===== config.mk =====
export PLATFORM = sky130hd
export DESIGN_NAME = voice_addr_seq
export DESIGN_NICKNAME = d
export VERILOG_FILES = /design/src/rtl/voice_seq_pkg.sv /design/src/rtl/vseq_pos_counter.sv /design/src/rtl/vseq_irq_watch.sv /design/src/rtl/voice_addr_seq.sv
export SDC_FILE = /design/constraint.sdc
export NUM_CORES = 1
export LEC_CHECK = 0
export BUFFER_PORTS_ARGS = -buffer_cell sky130_fd_sc_hd__buf_2
export CAP_MARGIN = 20
export CELL_PAD_IN_SITES_DETAIL_PLACEMENT = 0
export CELL_PAD_IN_SITES_GLOBAL_PLACEMENT = 2
export CORE_MARGIN = 8
export CORE_UTILIZATION = 26
export CTS_CLUSTER_SIZE = 10
export DETAILED_ROUTE_END_ITERATION = 7
export HOLD_SLACK_MARGIN = 0.15
export PLACE_DENSITY = 0.79
export SYNTH_ARGS = -nofsm -noshare
export SYNTH_HDL_FRONTEND = slang
export SYNTH_SLANG_ARGS = --single-unit

===== constraint.sdc =====
create_clock -name clk -period 4.2 [get_ports clk]
set_input_delay 0.21 -clock clk [delete_from_list [all_inputs] [get_ports clk]]
set_output_delay 0.21 -clock clk [all_outputs]
set_load 0.02 [all_outputs]

===== src/rtl/voice_seq_pkg.sv =====
package voice_seq_pkg;
  typedef enum logic [1:0] {
    SQ_IDLE = 2'd0,
    SQ_REQ  = 2'd1,
    SQ_WAIT = 2'd2,
    SQ_PLAY = 2'd3
  } seq_state_t;

  // Bit positions of the per-block flag field.
  localparam int FLG_END    = 0;
  localparam int FLG_RPT    = 1;
  localparam int FLG_LSTART = 2;
  localparam int FLG_W      = 3;
endpackage


===== src/rtl/vseq_pos_counter.sv =====
module vseq_pos_counter #(
  parameter int PITCH_W     = 16,
  parameter int FRAC_W      = 12,
  parameter int IDX_W       = 8,
  parameter int BLK_SAMPLES = 28,
  parameter int PITCH_CAP   = 16384,
  localparam int SIDX_W     = $clog2(BLK_SAMPLES + (PITCH_CAP >> FRAC_W) + 1)
) (
  input  logic               clk,
  input  logic               rst_n,
  input  logic               clear,
  input  logic               advance,
  input  logic [PITCH_W-1:0] pitch,
  output logic [SIDX_W-1:0]  sample_idx,
  output logic [IDX_W-1:0]   interp_idx,
  output logic               wrap
);
  localparam int CNT_W = SIDX_W + FRAC_W;
  localparam logic [CNT_W:0] CAP_V  = (CNT_W+1)'(PITCH_CAP);
  localparam logic [CNT_W:0] BLK_V  = (CNT_W+1)'(BLK_SAMPLES) << FRAC_W;

  logic [CNT_W-1:0] cnt_q;
  logic [CNT_W:0]   step, sum;

  always_comb begin
    step = ((CNT_W+1)'(pitch) > CAP_V) ? CAP_V : (CNT_W+1)'(pitch);
    sum  = {1'b0, cnt_q} + step;
    wrap = advance && (sum >= BLK_V);
  end

  always_ff @(posedge clk) begin
    if (!rst_n || clear) cnt_q <= '0;
    else if (wrap)       cnt_q <= CNT_W'(sum - BLK_V);
    else if (advance)    cnt_q <= CNT_W'(sum);
  end

  assign sample_idx = cnt_q[CNT_W-1:FRAC_W];
  assign interp_idx = cnt_q[FRAC_W-1 -: IDX_W];

  // the whole-sample index never rests past the block end
  a_r5_idx_in_block: assert property (@(posedge clk) disable iff (!rst_n)
    (32'(sample_idx) < BLK_SAMPLES));

  // leaving a block moves the sample index backwards
  a_r6_wrap_rewinds: assert property (@(posedge clk) disable iff (!rst_n)
    (wrap && !clear) |=> (sample_idx < $past(sample_idx)));
endmodule


===== src/rtl/vseq_irq_watch.sv =====
module vseq_irq_watch #(
  parameter int ADDR_W = 16
) (
  input  logic              clk,
  input  logic              rst_n,
  input  logic              enable,
  input  logic [ADDR_W-1:0] match_addr,
  input  logic              fetch_fire,
  input  logic [ADDR_W-1:0] fetch_addr,
  output logic              flag,
  output logic              pulse
);
  logic [ADDR_W-1:0] upper_half;
  logic              hit;

  always_comb begin
    upper_half = fetch_addr + ADDR_W'(1);
    hit = fetch_fire && ((match_addr == fetch_addr) || (match_addr == upper_half));
  end

  always_ff @(posedge clk) begin
    if (!rst_n) begin
      flag  <= 1'b0;
      pulse <= 1'b0;
    end else begin
      pulse <= enable && hit;
      flag  <= enable && (flag || hit);
    end
  end

  // a disabled cycle leaves the flag clear
  a_r10_clear_on_disable: assert property (@(posedge clk) disable iff (!rst_n)
    !enable |=> !flag);

  // a request pulse always comes with the sticky flag
  a_r9_pulse_has_flag: assert property (@(posedge clk) disable iff (!rst_n)
    pulse |-> flag);
endmodule


===== src/rtl/voice_addr_seq.sv =====
module voice_addr_seq
  import voice_seq_pkg::*;
#(
  parameter int ADDR_W      = 16,
  parameter int PITCH_W     = 16,
  parameter int FRAC_W      = 12,
  parameter int IDX_W       = 8,
  parameter int BLK_SAMPLES = 28,
  parameter int PITCH_CAP   = 16384,
  parameter int UNIT_SHIFT  = 3,
  parameter int ADDR_STEP   = 2,
  parameter int RAM_AW      = 19,
  localparam int SIDX_W     = $clog2(BLK_SAMPLES + (PITCH_CAP >> FRAC_W) + 1)
) (
  input  logic               clk,
  input  logic               rst_n,
  input  logic               key_on,
  input  logic [PITCH_W-1:0] pitch,
  input  logic [ADDR_W-1:0]  start_addr,
  input  logic               rep_wr,
  input  logic [ADDR_W-1:0]  rep_wdata,
  output logic [ADDR_W-1:0]  rep_addr,
  input  logic               irq_en,
  input  logic [ADDR_W-1:0]  irq_addr,
  input  logic               sample_tick,
  output logic               fetch_valid,
  input  logic               fetch_ready,
  output logic [RAM_AW-1:0]  fetch_byte_addr,
  input  logic               blk_valid,
  output logic               blk_ready,
  input  logic [FLG_W-1:0]   blk_flags,
  output logic [ADDR_W-1:0]  cur_addr,
  output logic [SIDX_W-1:0]  sample_idx,
  output logic [IDX_W-1:0]   interp_idx,
  output logic               end_flag,
  output logic               key_off,
  output logic               irq_flag,
  output logic               irq_pulse
);
  localparam int FULL_W = ADDR_W + UNIT_SHIFT;
  localparam logic [ADDR_W-1:0] STEP_V = ADDR_W'(ADDR_STEP);

  seq_state_t        state_q;
  logic [ADDR_W-1:0] cur_q, rep_q;
  logic [FLG_W-1:0]  flags_q;
  logic              end_q, koff_q;
  logic              fire, advance, wrap;
  logic [FULL_W-1:0] byte_full;

  always_comb begin
    fetch_valid = (state_q == SQ_REQ);
    blk_ready   = (state_q == SQ_WAIT);
    fire        = fetch_valid && fetch_ready && !key_on;
    advance     = sample_tick && (state_q == SQ_PLAY) && !key_on;
    byte_full   = {cur_q, {UNIT_SHIFT{1'b0}}};
  end

  generate
    if (RAM_AW <= FULL_W) begin : g_trunc
      assign fetch_byte_addr = byte_full[RAM_AW-1:0];
    end else begin : g_extend
      assign fetch_byte_addr = {{(RAM_AW-FULL_W){1'b0}}, byte_full};
    end
  endgenerate

  vseq_pos_counter #(
    .PITCH_W(PITCH_W), .FRAC_W(FRAC_W), .IDX_W(IDX_W),
    .BLK_SAMPLES(BLK_SAMPLES), .PITCH_CAP(PITCH_CAP)
  ) u_pos (
    .clk(clk), .rst_n(rst_n), .clear(key_on), .advance(advance),
    .pitch(pitch), .sample_idx(sample_idx), .interp_idx(interp_idx), .wrap(wrap)
  );

  vseq_irq_watch #(.ADDR_W(ADDR_W)) u_irq (
    .clk(clk), .rst_n(rst_n), .enable(irq_en), .match_addr(irq_addr),
    .fetch_fire(fire), .fetch_addr(cur_q), .flag(irq_flag), .pulse(irq_pulse)
  );

  always_ff @(posedge clk) begin
    if (!rst_n) begin
      state_q <= SQ_IDLE;
      cur_q   <= '0;
      rep_q   <= '0;
      flags_q <= '0;
      end_q   <= 1'b0;
      koff_q  <= 1'b0;
    end else begin
      koff_q <= 1'b0;
      if (rep_wr) rep_q <= rep_wdata;
      if (key_on) begin
        cur_q   <= start_addr;
        end_q   <= 1'b0;
        state_q <= SQ_REQ;
      end else begin
        unique case (state_q)
          SQ_REQ:  if (fetch_ready) state_q <= SQ_WAIT;
          SQ_WAIT: if (blk_valid) begin
            flags_q <= blk_flags;
            if (blk_flags[FLG_LSTART]) rep_q <= cur_q;
            state_q <= SQ_PLAY;
          end
          SQ_PLAY: if (wrap) begin
            state_q <= SQ_REQ;
            if (flags_q[FLG_END]) begin
              if (flags_q[FLG_RPT]) cur_q <= rep_q;
              else begin
                end_q  <= 1'b1;
                koff_q <= 1'b1;
              end
            end else begin
              cur_q <= cur_q + STEP_V;
            end
          end
          default: ;
        endcase
      end
    end
  end

  assign cur_addr = cur_q;
  assign rep_addr = rep_q;
  assign end_flag = end_q;
  assign key_off  = koff_q;

  // key-on loads the start address and clears the end flag
  a_r2_keyon_load: assert property (@(posedge clk) disable iff (!rst_n)
    key_on |=> (cur_addr == $past(start_addr)) && !end_flag && fetch_valid);

  // a stalled request holds with a stable address
  a_r3_req_hold: assert property (@(posedge clk) disable iff (!rst_n)
    (fetch_valid && !fetch_ready && !key_on) |=> fetch_valid && $stable(fetch_byte_addr));

  // a loop-start block copies its address into the repeat register
  a_r4_loop_capture: assert property (@(posedge clk) disable iff (!rst_n)
    (blk_ready && blk_valid && blk_flags[FLG_LSTART] && !key_on)
      |=> (rep_addr == $past(cur_addr)));

  // leaving a repeating end jumps to the repeat register
  a_r7_repeat_jump: assert property (@(posedge clk) disable iff (!rst_n)
    (wrap && flags_q[FLG_END] && flags_q[FLG_RPT] && !key_on)
      |=> (cur_addr == $past(rep_q)));

  // a key-off pulse is always accompanied by the end flag
  a_r8_koff_end: assert property (@(posedge clk) disable iff (!rst_n)
    key_off |-> end_flag);
endmodule


==> results of run 1 <==
-- metrics by stage --
step | TNS, ns | setup slack, ns | area, sq um
detailed placement | -11.26 | -0.632 | 5840
CTS | 0 | 0.00458 | 6460
floorplan | -0.0211 | -0.0162 | 4790
global placement | -7.20 | -0.428 | 5840
finish | 0 | 0.113 | 6660
global route | -1.82 | -0.161 | 6660
-- cell families (layout without fill, tap and decap cells) --
family                   count (synthesis)  in the layout
AND/OR/NAND/NOR                        210            210
flip-flops                              58             58
buffers and inverters                   80            250
XOR/XNOR                                42             42
adder cells (fa/ha/maj)                 20             20
AO/OA/AOI/OAI                          160            161
other                                    1              4
multiplexers                            31             31
-- power groups by stage --
stage	clock network, mW	logic, mW	registers [mW]
5_1_grt	0.836	0.340	0.611
2_1_floorplan	0	0.167	0.620
4_1_cts	0.813	0.304	0.606
6_report	0.793	0.314	0.607
3_5_place_dp	0	0.287	0.618
3_3_place_gp	0	0.285	0.617
-- placed cells by master, fill, tap and decap left out, types with 7 or more instances in the layout --
| master | n |
|---|---|
| xor2_1 | 19 |
| and2_1 | 7 |
| xnor2_1 | 21 |
| nand3_1 | 20 |
| buf_6 | 9 |
| ha_1 | 10 |
| o21ai_0 | 25 |
| nor2_1 | 48 |
| nor2b_1 | 7 |
| clkbuf_16 | 9 |
| nand4_1 | 7 |
| inv_1 | 9 |
| nor3_1 | 15 |
| mux2i_1 | 29 |
| and2_4 | 9 |
| buf_4 | 64 |
| dfxtp_1 | 58 |
| buf_2 | 139 |
| a21oi_1 | 38 |
| dlygate4sd3_1 | 10 |
| ha_4 | 8 |
| a211oi_1 | 19 |
| nand2_1 | 50 |
| o211ai_1 | 8 |
-- registers in the layout, summed over array words and instances, names as in the netlist --
register	cells
u_pos.cnt_q	18
cur_addr	16
rep_addr	16
flags_q	2
state_q	2
end_flag	1
key_off	1
u_irq.flag	1
u_irq.pulse	1
-- worst paths after layout --
kind	startpoint	endpoint	slack, ns
min reg2reg	u_pos.cnt_q[11]	u_pos.cnt_q[11]	0.48
max	pitch[6]	cur_addr[4]	0.11
max reg2reg	u_pos.cnt_q[0]	cur_addr[4]	0.33
min	start_addr[5]	cur_addr[5]	0.17
-- critical path, cell delays in order --
cell and delay (ns):
buf_2 0.12, nor4_4 0.26, nand4_1 0.17, a21oi_4 0.25
buf_6 0.13, and2_4 0.14, ha_4 0.19, and3_4 0.16
a221o_1 0.33, a221oi_2 0.31, o21ai_2 0.12, xnor2_2 0.15
inv_1 0.06, ha_2 0.18, nand3_2 0.06, nor3_2 0.10
nand4b_1 0.16, a2111oi_4 0.29, o31a_4 0.24, o211ai_4 0.14
or3_1 0.42, a31oi_1 0.13
-- per-layer routing --
metal	routed length, microns	vias up
li1	-	2495
met1	8060	2364
met2	8440	168
met3	1290	17
met4	207	0
met5	0	-
-- layout make-up --
class / instances / share of cell area, %
multi-input combinational: 468 / 51.4
timing repair buffer: 225 / 21.5
sequential: 58 / 17.4
tap: 229 / 4.30
clock buffer: 9 / 3.38
clock inverter: 7 / 1.41
inverter: 9 / 0.507
-- repair_timing --
| action | 4_1_cts | 5_1_grt |
|---|---|---|
| cloned | 1 | 0 |
| buffers inserted | 8 | 4 |
| hold endpoints to repair | 10 | 0 |
| resized for setup | 20 | 32 |
| pin swaps | 26 | 22 |
| hold buffers | 10 | 0 |
| endpoints found under the setup margin | 18 | 22 |
==> impl_metrics.json, run 1 <==
{
  "finalCriticalPeriod_ns": 4.09,
  "cts_max_level": 3,
  "grt_pass1_wl_mm": 27.3,
  "p_total_mw": 1.71,
  "fin_worst_skew_ns": 0.0105,
  "core_area_sq_mm": 0.0179,
  "switchingPower_mw": 0.486,
  "combPwrFrac_pct": 18.3,
  "cts_tree": "done",
  "synth_xor_area_share_pct": 7.96,
  "run_status": "completed",
  "ys_seq_area_share_pct": 24.6,
  "diodes": 0,
  "synth_top_area_share_pct": 24.6,
  "drt-wirelength-per-cell_microns": 17.9,
  "stdcell_count": 1005,
  "met2_usage_pct": 25.2,
  "grt_pass1_vias": 5046,
  "hpwl_mm": 13.8,
  "synth-simple-area-share_pct": 22.1,
  "synth_compound_area_share_pct": 23.7,
  "busiest_layer": "met2",
  "grt_use_total_pct": 15.4,
  "r2r_cells": 17,
  "ir_drop_v": 0.000208,
  "worstHoldPathCells": 3,
  "seqPwrFrac_pct": 35.4,
  "grt_max_degree": 41,
  "p_int_mw": 1.23,
  "crit_fanout": 7,
  "cp_data_arrival_time_ns": 4.35,
  "power_density_mw_per_mm2": 257,
  "synth.distinct_cells": 69,
  "synth_common_cells": "58 x dfxtp_1, 51 x nand2_1, 49 x nor2_1, 40 x a21oi_1, 33 x buf_4",
  "critPathLaunchType": "primary input",
  "postRouteAntennaNets": 0,
  "dp_cells": 966,
  "relSlewSlack_pct": 26.8,
  "synthMuxAreaShare_pct": 6.64,
  "vias": 5044,
  "hold_path_class": "primary input to flop",
  "initial_utilization_pct": 26.3,
  "gr-usage-met1_pct": 19.3,
  "viasPerCell": 5.02,
  "grt_overflow_total": 0,
  "antenna_found_initial": 0,
  "root_buffer": "clkbuf_16",
  "io_buffers": 142,
  "syn_area_per_cell_sq_um": 7.83,
  "globalRouteMet3Util_pct": 4.18,
  "clk-insertion-delay-late_ns": 0.34,
  "cp-end-kind": "flop",
  "nFillCells": 1904,
  "syn_area_sq_mm": 0.00471,
  "dieArea_sq_mm": 0.0227,
  "drive_gt1_share_pct": 37.2,
  "clkTransAtPathRegs_ns": 0.06,
  "async_reset_ff_share_pct": 0,
  "path_class": "primary input to flop",
  "cp.required_ns": 4.46,
  "grt_setup_unrepaired": "true",
  "place.gp.congestion": 0.875,
  "cts_buffers": 9,
  "max_freq_ghz": 0.245,
  "die_y_microns": 151,
  "cts.path.max_buffers": 2,
  "io_pins": 146,
  "cts_sinks": 58,
  "regArea_sq_mm": 0.00116,
  "rows": 49,
  "synth_top_area_cell": "dfxtp_1",
  "fin_util_pct": 37.2,
  "drc_errors": 0,
  "hold_ws_ns": 0.168,
  "multiInputGateArea_sq_mm": 0.00342,
  "synth-adder-area-share_pct": 5.47,
  "netlist_instances": 602,
  "yosysWarnings": 0,
  "wirelength_mm": 18.0,
  "drtPass1Iterations": 4,
  "synth.most_common_cell": "dfxtp_1",
  "synth_top_family_by_area": "compound AO/OA/AOI/OAI gates",
  "setup_violations": 0,
  "post-route-period-util_pct": 97.3,
  "area_delta_synth_final_pct": 41.3,
  "power_switching_share_pct": 28.4,
  "netlist_top_cells_area": "dfxtp_1 25%, mux2i_1 6.2%, buf_4 5.3%",
  "synth-edff-count": 0,
  "ys_ff_latch": 58,
  "synthFlopType": "dfxtp_1",
  "drv_slew": 0,
  "power.leakage_nw": 2.90,
  "drv_cap": 0,
  "hold_violations": 0,
  "clkPwrFrac_pct": 46.2,
  "fp.dieW_microns": 151,
  "nNetsFinal": 866,
  "tightest_slew_ns": 1.10,
  "drt_iter0_markers": 303
}
(Power assumes the default switching activity.)
==> run 2: changes to the inputs <==
- PLACE_DENSITY: 0.79 -> 0.86
==> impl_metrics.json, run 2 (synthesis gave the netlist of run 1 again) <==
{
  "power.leakage_nw": 2.87,
  "critPathLaunchType": "primary input",
  "die_y_microns": 151,
  "fin_ws_ns": 0.0772,
  "place.gp.congestion": 0.869,
  "crit_slowest_cell": "fa_2",
  "final_common_cell": "buf_2",
  "stdcell_count": 999,
  "path_class": "primary input to flop",
  "antenna_found_initial": 1,
  "cts_max_level": 3,
  "drive_gt1_share_pct": 35.2,
  "cts_buffers": 9,
  "fin_worst_skew_ns": 0.00624,
  "vias": 4954,
  "max_freq_ghz": 0.243,
  "fp.dieW_microns": 151,
  "largest_reg_flops": 18,
  "grt_overflow_total": 0,
  "root_buffer": "clkbuf_16",
  "core_area_sq_mm": 0.0179,
  "postRouteAntennaNets": 0,
  "hold_path_class": "primary input to flop",
  "grt_pass1_wl_mm": 26.4,
  "most-common-layout-cells": "136 x buf_2, 58 x dfxtp_1, 57 x buf_4, 51 x nand2_1, 48 x nor2_1",
  "cts_sinks": 58,
  "ir_drop_v": 0.000178,
  "drv_cap": 0,
  "io_buffers": 142,
  "top_register": "u_pos.cnt_q",
  "drt-wirelength-per-cell_microns": 17.4,
  "cts.path.max_buffers": 2,
  "tns_ns": 0,
  "place_ws_ns": -0.607,
  "rows": 49,
  "nNetsFinal": 860,
  "power_density_mw_per_mm2": 257,
  "cp_data_arrival_time_ns": 4.37,
  "clk-insertion-delay-late_ns": 0.34,
  "grt_setup_unrepaired": "true",
  "relSlewSlack_pct": 29.4,
  "grt_use_total_pct": 14.9,
  "viasPerCell": 4.96,
  "drt_iter0_markers": 225,
  "run_status": "completed",
  "setup_violations": 0,
  "finalCriticalPeriod_ns": 4.12,
  "area_delta_synth_final_pct": 38.2,
  "initial_utilization_pct": 26.3,
  "nFillCells": 1928,
  "hpwl_mm": 13.4,
  "cp.required_ns": 4.44,
  "hold_violations": 0,
  "dp_cells": 961,
  "wirelength_mm": 17.4,
  "diodes": 0,
  "slowest_delay_ns": 0.36,
  "grt_max_degree": 33,
  "grt_pass1_vias": 4799,
  "post-route-period-util_pct": 98.2,
  "io_pins": 146,
  "clkTransAtPathRegs_ns": 0.06,
  "path_cells": "buf_2, nor4_4, nand4_1, a21oi_4, buf_6, and2_1, ha_2, fa_2, a21o_1, a221o_1, a221oi_2, o21ai_2, xnor2_2, inv_1, ha_2, nand3_2, nor3_2, nand4b_1, a2111oi_4, o31a_4, o21a_1, buf_6, o211ai_1, a221oi_2",
  "dieArea_sq_mm": 0.0227,
  "drtPass1Iterations": 5,
  "cp-end-kind": "flop",
  "cts_tree": "done",
  "drv_slew": 0,
  "drc_errors": 0,
  "tightest_slew_ns": 1.06,
  "crit_fanout": 8
}
## run 2: cell count changes in the layout (fill, tap and decap cells not counted), moves of 2 or more
| cell | before | now |
|---|---|---|
| nor3_1 | 15 | 13 |
| and2_1 | 7 | 12 |
| buf_2 | 139 | 136 |
| ha_4 | 8 | 2 |
| buf_6 | 9 | 12 |
| dlygate4sd3_1 | 10 | 13 |
| nor3_2 | 4 | 6 |
| buf_12 | 2 | 0 |
| and2_4 | 9 | 4 |
| o21ai_1 | 6 | 4 |
| ha_2 | 1 | 3 |
| ha_1 | 10 | 14 |
| buf_4 | 64 | 57 |
## run 2: metal layers
| metal | part of all wire, % | GRT usage [%] | vias to the layer above |
|---|---|---|---|
| met2 | 47 | 25.2 | 142 |
| met5 | 0.075 | 0 | - |
| met1 | 44 | 18.9 | 2306 |
| met4 | 1.2 | 3.07 | 2 |
| li1 | - | - | 2489 |
| met3 | 7.0 | 3.76 | 15 |
## run 2: path summary, 6_finish.rpt
path | from | to | slack [ns] | cells after the start
max | pitch[7] | cur_addr[6] | 0.08 | 24
min | fetch_ready | state_q[1] | 0.17 | 3
max reg2reg | u_pos.cnt_q[0] | cur_addr[6] | 0.35 | 18
min reg2reg | end_flag | end_flag | 0.45 | 1
## run 2: report_power, final
part / internal [mW] / switching [mW] / leakage (nW)
Combinational: 0.135 / 0.166 / 2.26
Sequential: 0.570 / 0.0367 / 0.474
Clock: 0.475 / 0.288 / 0.141
Total: 1.18 / 0.491 / 2.87
## run 2: layout make-up
| cell class | count | area, sq um | share of cell area [%] |
|---|---|---|---|
| multi-input cells | 468 | 3320 | 51.0 |
| repair buffers | 219 | 1400 | 21.5 |
| flip-flops and latches | 58 | 1160 | 17.8 |
| well taps | 229 | 287 | 4.40 |
| clock buffers | 10 | 239 | 3.67 |
| clock inverters | 6 | 66.3 | 1.02 |
| inverters | 9 | 33.8 | 0.519 |
## run 2: through the flow
stage	total power [mW]	hold slack, ns	utilization, %	area [sq um]
final	1.67	0.170	36.4	6510
after global routing	1.75	0.200	36.4	6510
after CTS	1.69	0.160	35.1	6290
after detailed placement	0.900	0.439	32.3	5790
after global placement	0.899	0.432	32.3	5790
after floorplan	0.787	0.319	-	4790
## run 2: critical path, delay by kind of cell
kind	cells	cell delay (ns)
AO/OA/AOI/OAI	10	2.11
adder cells (fa/ha/maj)	3	0.74
AND/OR/NAND/NOR	6	0.71
buffers and inverters	4	0.45
XOR/XNOR	1	0.15
## run 2: timing repair
item,in CTS,in global routing
pin swaps,10,21
hold buffers,13,0
gates resized for setup,6,37
gates cloned,1,0
buffers inserted,3,4
endpoints found under the setup margin,18,21
hold endpoints to repair,13,0
==> run 3: changes to the inputs <==
- PLACE_DENSITY: 0.86 -> unset
- PLACE_DENSITY_LB_ADDON: unset -> 0.25
- SKIP_CTS_REPAIR_TIMING: unset -> 1
==> impl_metrics.json, run 3 (synthesis gave the netlist of run 1 again) <==
{
  "run_status": "complete, but fails checks",
  "violations": "setup timing",
  "drive_gt1_share_pct": 35.9,
  "power.leakage_nw": 2.89,
  "critPathLaunchType": "primary input",
  "power_density_mw_per_mm2": 264,
  "post-route-period-util_pct": 102,
  "drt-wirelength-per-cell_microns": 18.3,
  "dieArea_sq_mm": 0.0227,
  "fp.dieW_microns": 151,
  "grt_setup_unrepaired": "true",
  "cts_max_level": 3,
  "grt_overflow_total": 0,
  "vias": 4994,
  "crit_slowest_cell": "a221o_1",
  "top_register": "u_pos.cnt_q",
  "relSlewSlack_pct": 28.9,
  "drtPass1Iterations": 5,
  "multiInputGateArea_sq_mm": 0.00335,
  "crit_fanout": 8,
  "final_common_cell": "buf_2",
  "r2r_cells": 18,
  "drc_errors": 0,
  "grt_pass1_wl_mm": 27.3,
  "place.gp.congestion": 0.842,
  "finalCriticalPeriod_ns": 4.27,
  "wirelength_mm": 18.2,
  "postRouteAntennaNets": 0,
  "grt_max_degree": 33,
  "regArea_sq_mm": 0.00116,
  "nNetsFinal": 859,
  "core_area_sq_mm": 0.0179,
  "cp.required_ns": 4.46,
  "io_pins": 146,
  "area_delta_synth_final_pct": 38.6,
  "min_to": "cur_addr[1]",
  "fin_worst_skew_ns": 0.00695,
  "worstHoldPathCells": 3,
  "fin_ws_ns": -0.0708,
  "met2_usage_pct": 23.5,
  "tightest_slew_ns": 1.07,
  "grt_pass1_vias": 4882,
  "slowest_delay_ns": 0.36,
  "drv_slew": 0,
  "r2r_slack_ns": 0.23,
  "hold_path_class": "primary input to flop",
  "io_buffers": 142,
  "cts.path.max_buffers": 2,
  "cpLargestDelayFamily": "compound AO/OA/AOI/OAI gates",
  "max_freq_ghz": 0.234,
  "drt_iter0_markers": 272,
  "initial_utilization_pct": 26.3,
  "worstHoldStart": "start_addr[1]",
  "ir_drop_v": 0.000200,
  "nFillCells": 1916,
  "crit_buf_inv": 5,
  "die_y_microns": 151,
  "timing.rr.end": "cur_addr[13]",
  "hold_violations": 0,
  "setup_violations": 13,
  "largest_reg_flops": 18,
  "grt_use_total_pct": 15.4,
  "cts_tree": "done",
  "post_dp_cell_area_sq_mm": 0.00584,
  "stdcell_count": 998,
  "cp-end-kind": "flop",
  "p_total_mw": 1.73,
  "dp_cells": 966,
  "cts_sinks": 58,
  "hpwl_mm": 14.1,
  "gr-usage-met1_pct": 20.8,
  "cp.depth": 25,
  "busiest_layer": "met2",
  "viasPerCell": 5.00,
  "final_area_sq_mm": 0.00653,
  "cp_data_arrival_time_ns": 4.53,
  "globalRouteMet3Util_pct": 4.30,
  "cts_buffers": 9,
  "most-common-layout-cells": "140 x buf_2, 61 x buf_4, 58 x dfxtp_1, 50 x nand2_1, 48 x nor2_1",
  "clk-insertion-delay-late_ns": 0.34,
  "root_buffer": "clkbuf_16",
  "path_class": "primary input to flop",
  "antenna_found_initial": 1,
  "timing.rr.start": "u_pos.cnt_q[0]",
  "diodes": 0,
  "clkTransAtPathRegs_ns": 0.06,
  "rows": 49,
  "fin_util_pct": 36.5,
  "drv_cap": 0
}
==> run 3: worst max-delay path by stage <==
stage | endpoint | slack [ns] | startpoint
4_1_cts | cur_addr[9] | -0.36 | pitch[6]
3_5_place_dp | cur_addr[9] | -0.71 | pitch[6]
3_3_place_gp | cur_addr[9] | -0.49 | pitch[6]
6_report | cur_addr[13] | -0.07 | pitch[4]
5_1_grt | cur_addr[6] | -0.29 | pitch[3]
2_1_floorplan | cur_addr[6] | -0.02 | pitch[4]
==> run 3: cell type report <==
cell class                      instances  area share [%]
Tap cell                              229            4.39
Multi-Input combinational cell        468            51.2
Timing Repair Buffer                  218            21.2
Clock buffer                           11            3.72
Inverter                                9           0.517
Clock inverter                          5            1.19
Sequential cell                        58            17.8
==> run 3: stage by stage <==
step / setup slack (ns) / setup TNS, ns / hold WS, ns
after floorplan: -0.0162 / -0.0211 / 0.319
after global placement: -0.492 / -8.86 / 0.439
after detailed placement: -0.708 / -12.44 / 0.449
after CTS: -0.363 / -4.98 / 0.0949
after global routing: -0.294 / -4.36 / 0.154
final: -0.0708 / -0.621 / 0.119
==> run 3: report_power, final <==
part	total, mW	switching [mW]	leakage, nW	internal [mW]
combinational	0.304	0.169	2.26	0.136
sequential	0.609	0.0382	0.474	0.570
clock	0.814	0.280	0.156	0.533
==> run 3: worst register-to-register path, stage by stage, from the launching register on <==
cell,delay (ns)
dfxtp_1,0.33
ha_4,0.18
fa_2,0.35
a21o_1,0.17
a221o_1,0.36
a221oi_2,0.32
o21ai_2,0.12
xnor2_2,0.15
inv_1,0.07
ha_2,0.19
nand3_2,0.07
nor3_2,0.12
nand4b_1,0.18
a2111oi_4,0.35
o31a_4,0.23
o211ai_4,0.14
buf_6,0.23
o21a_1,0.18
nor3_2,0.15
==> run 3: routing by layer <==
layer	up-vias	routed length, microns	part of all wire, %
met5	-	10	0.055
met4	2	182	1.0
met3	16	1100	6.1
met2	153	8070	44
met1	2344	8850	49
li1	2479	-	-
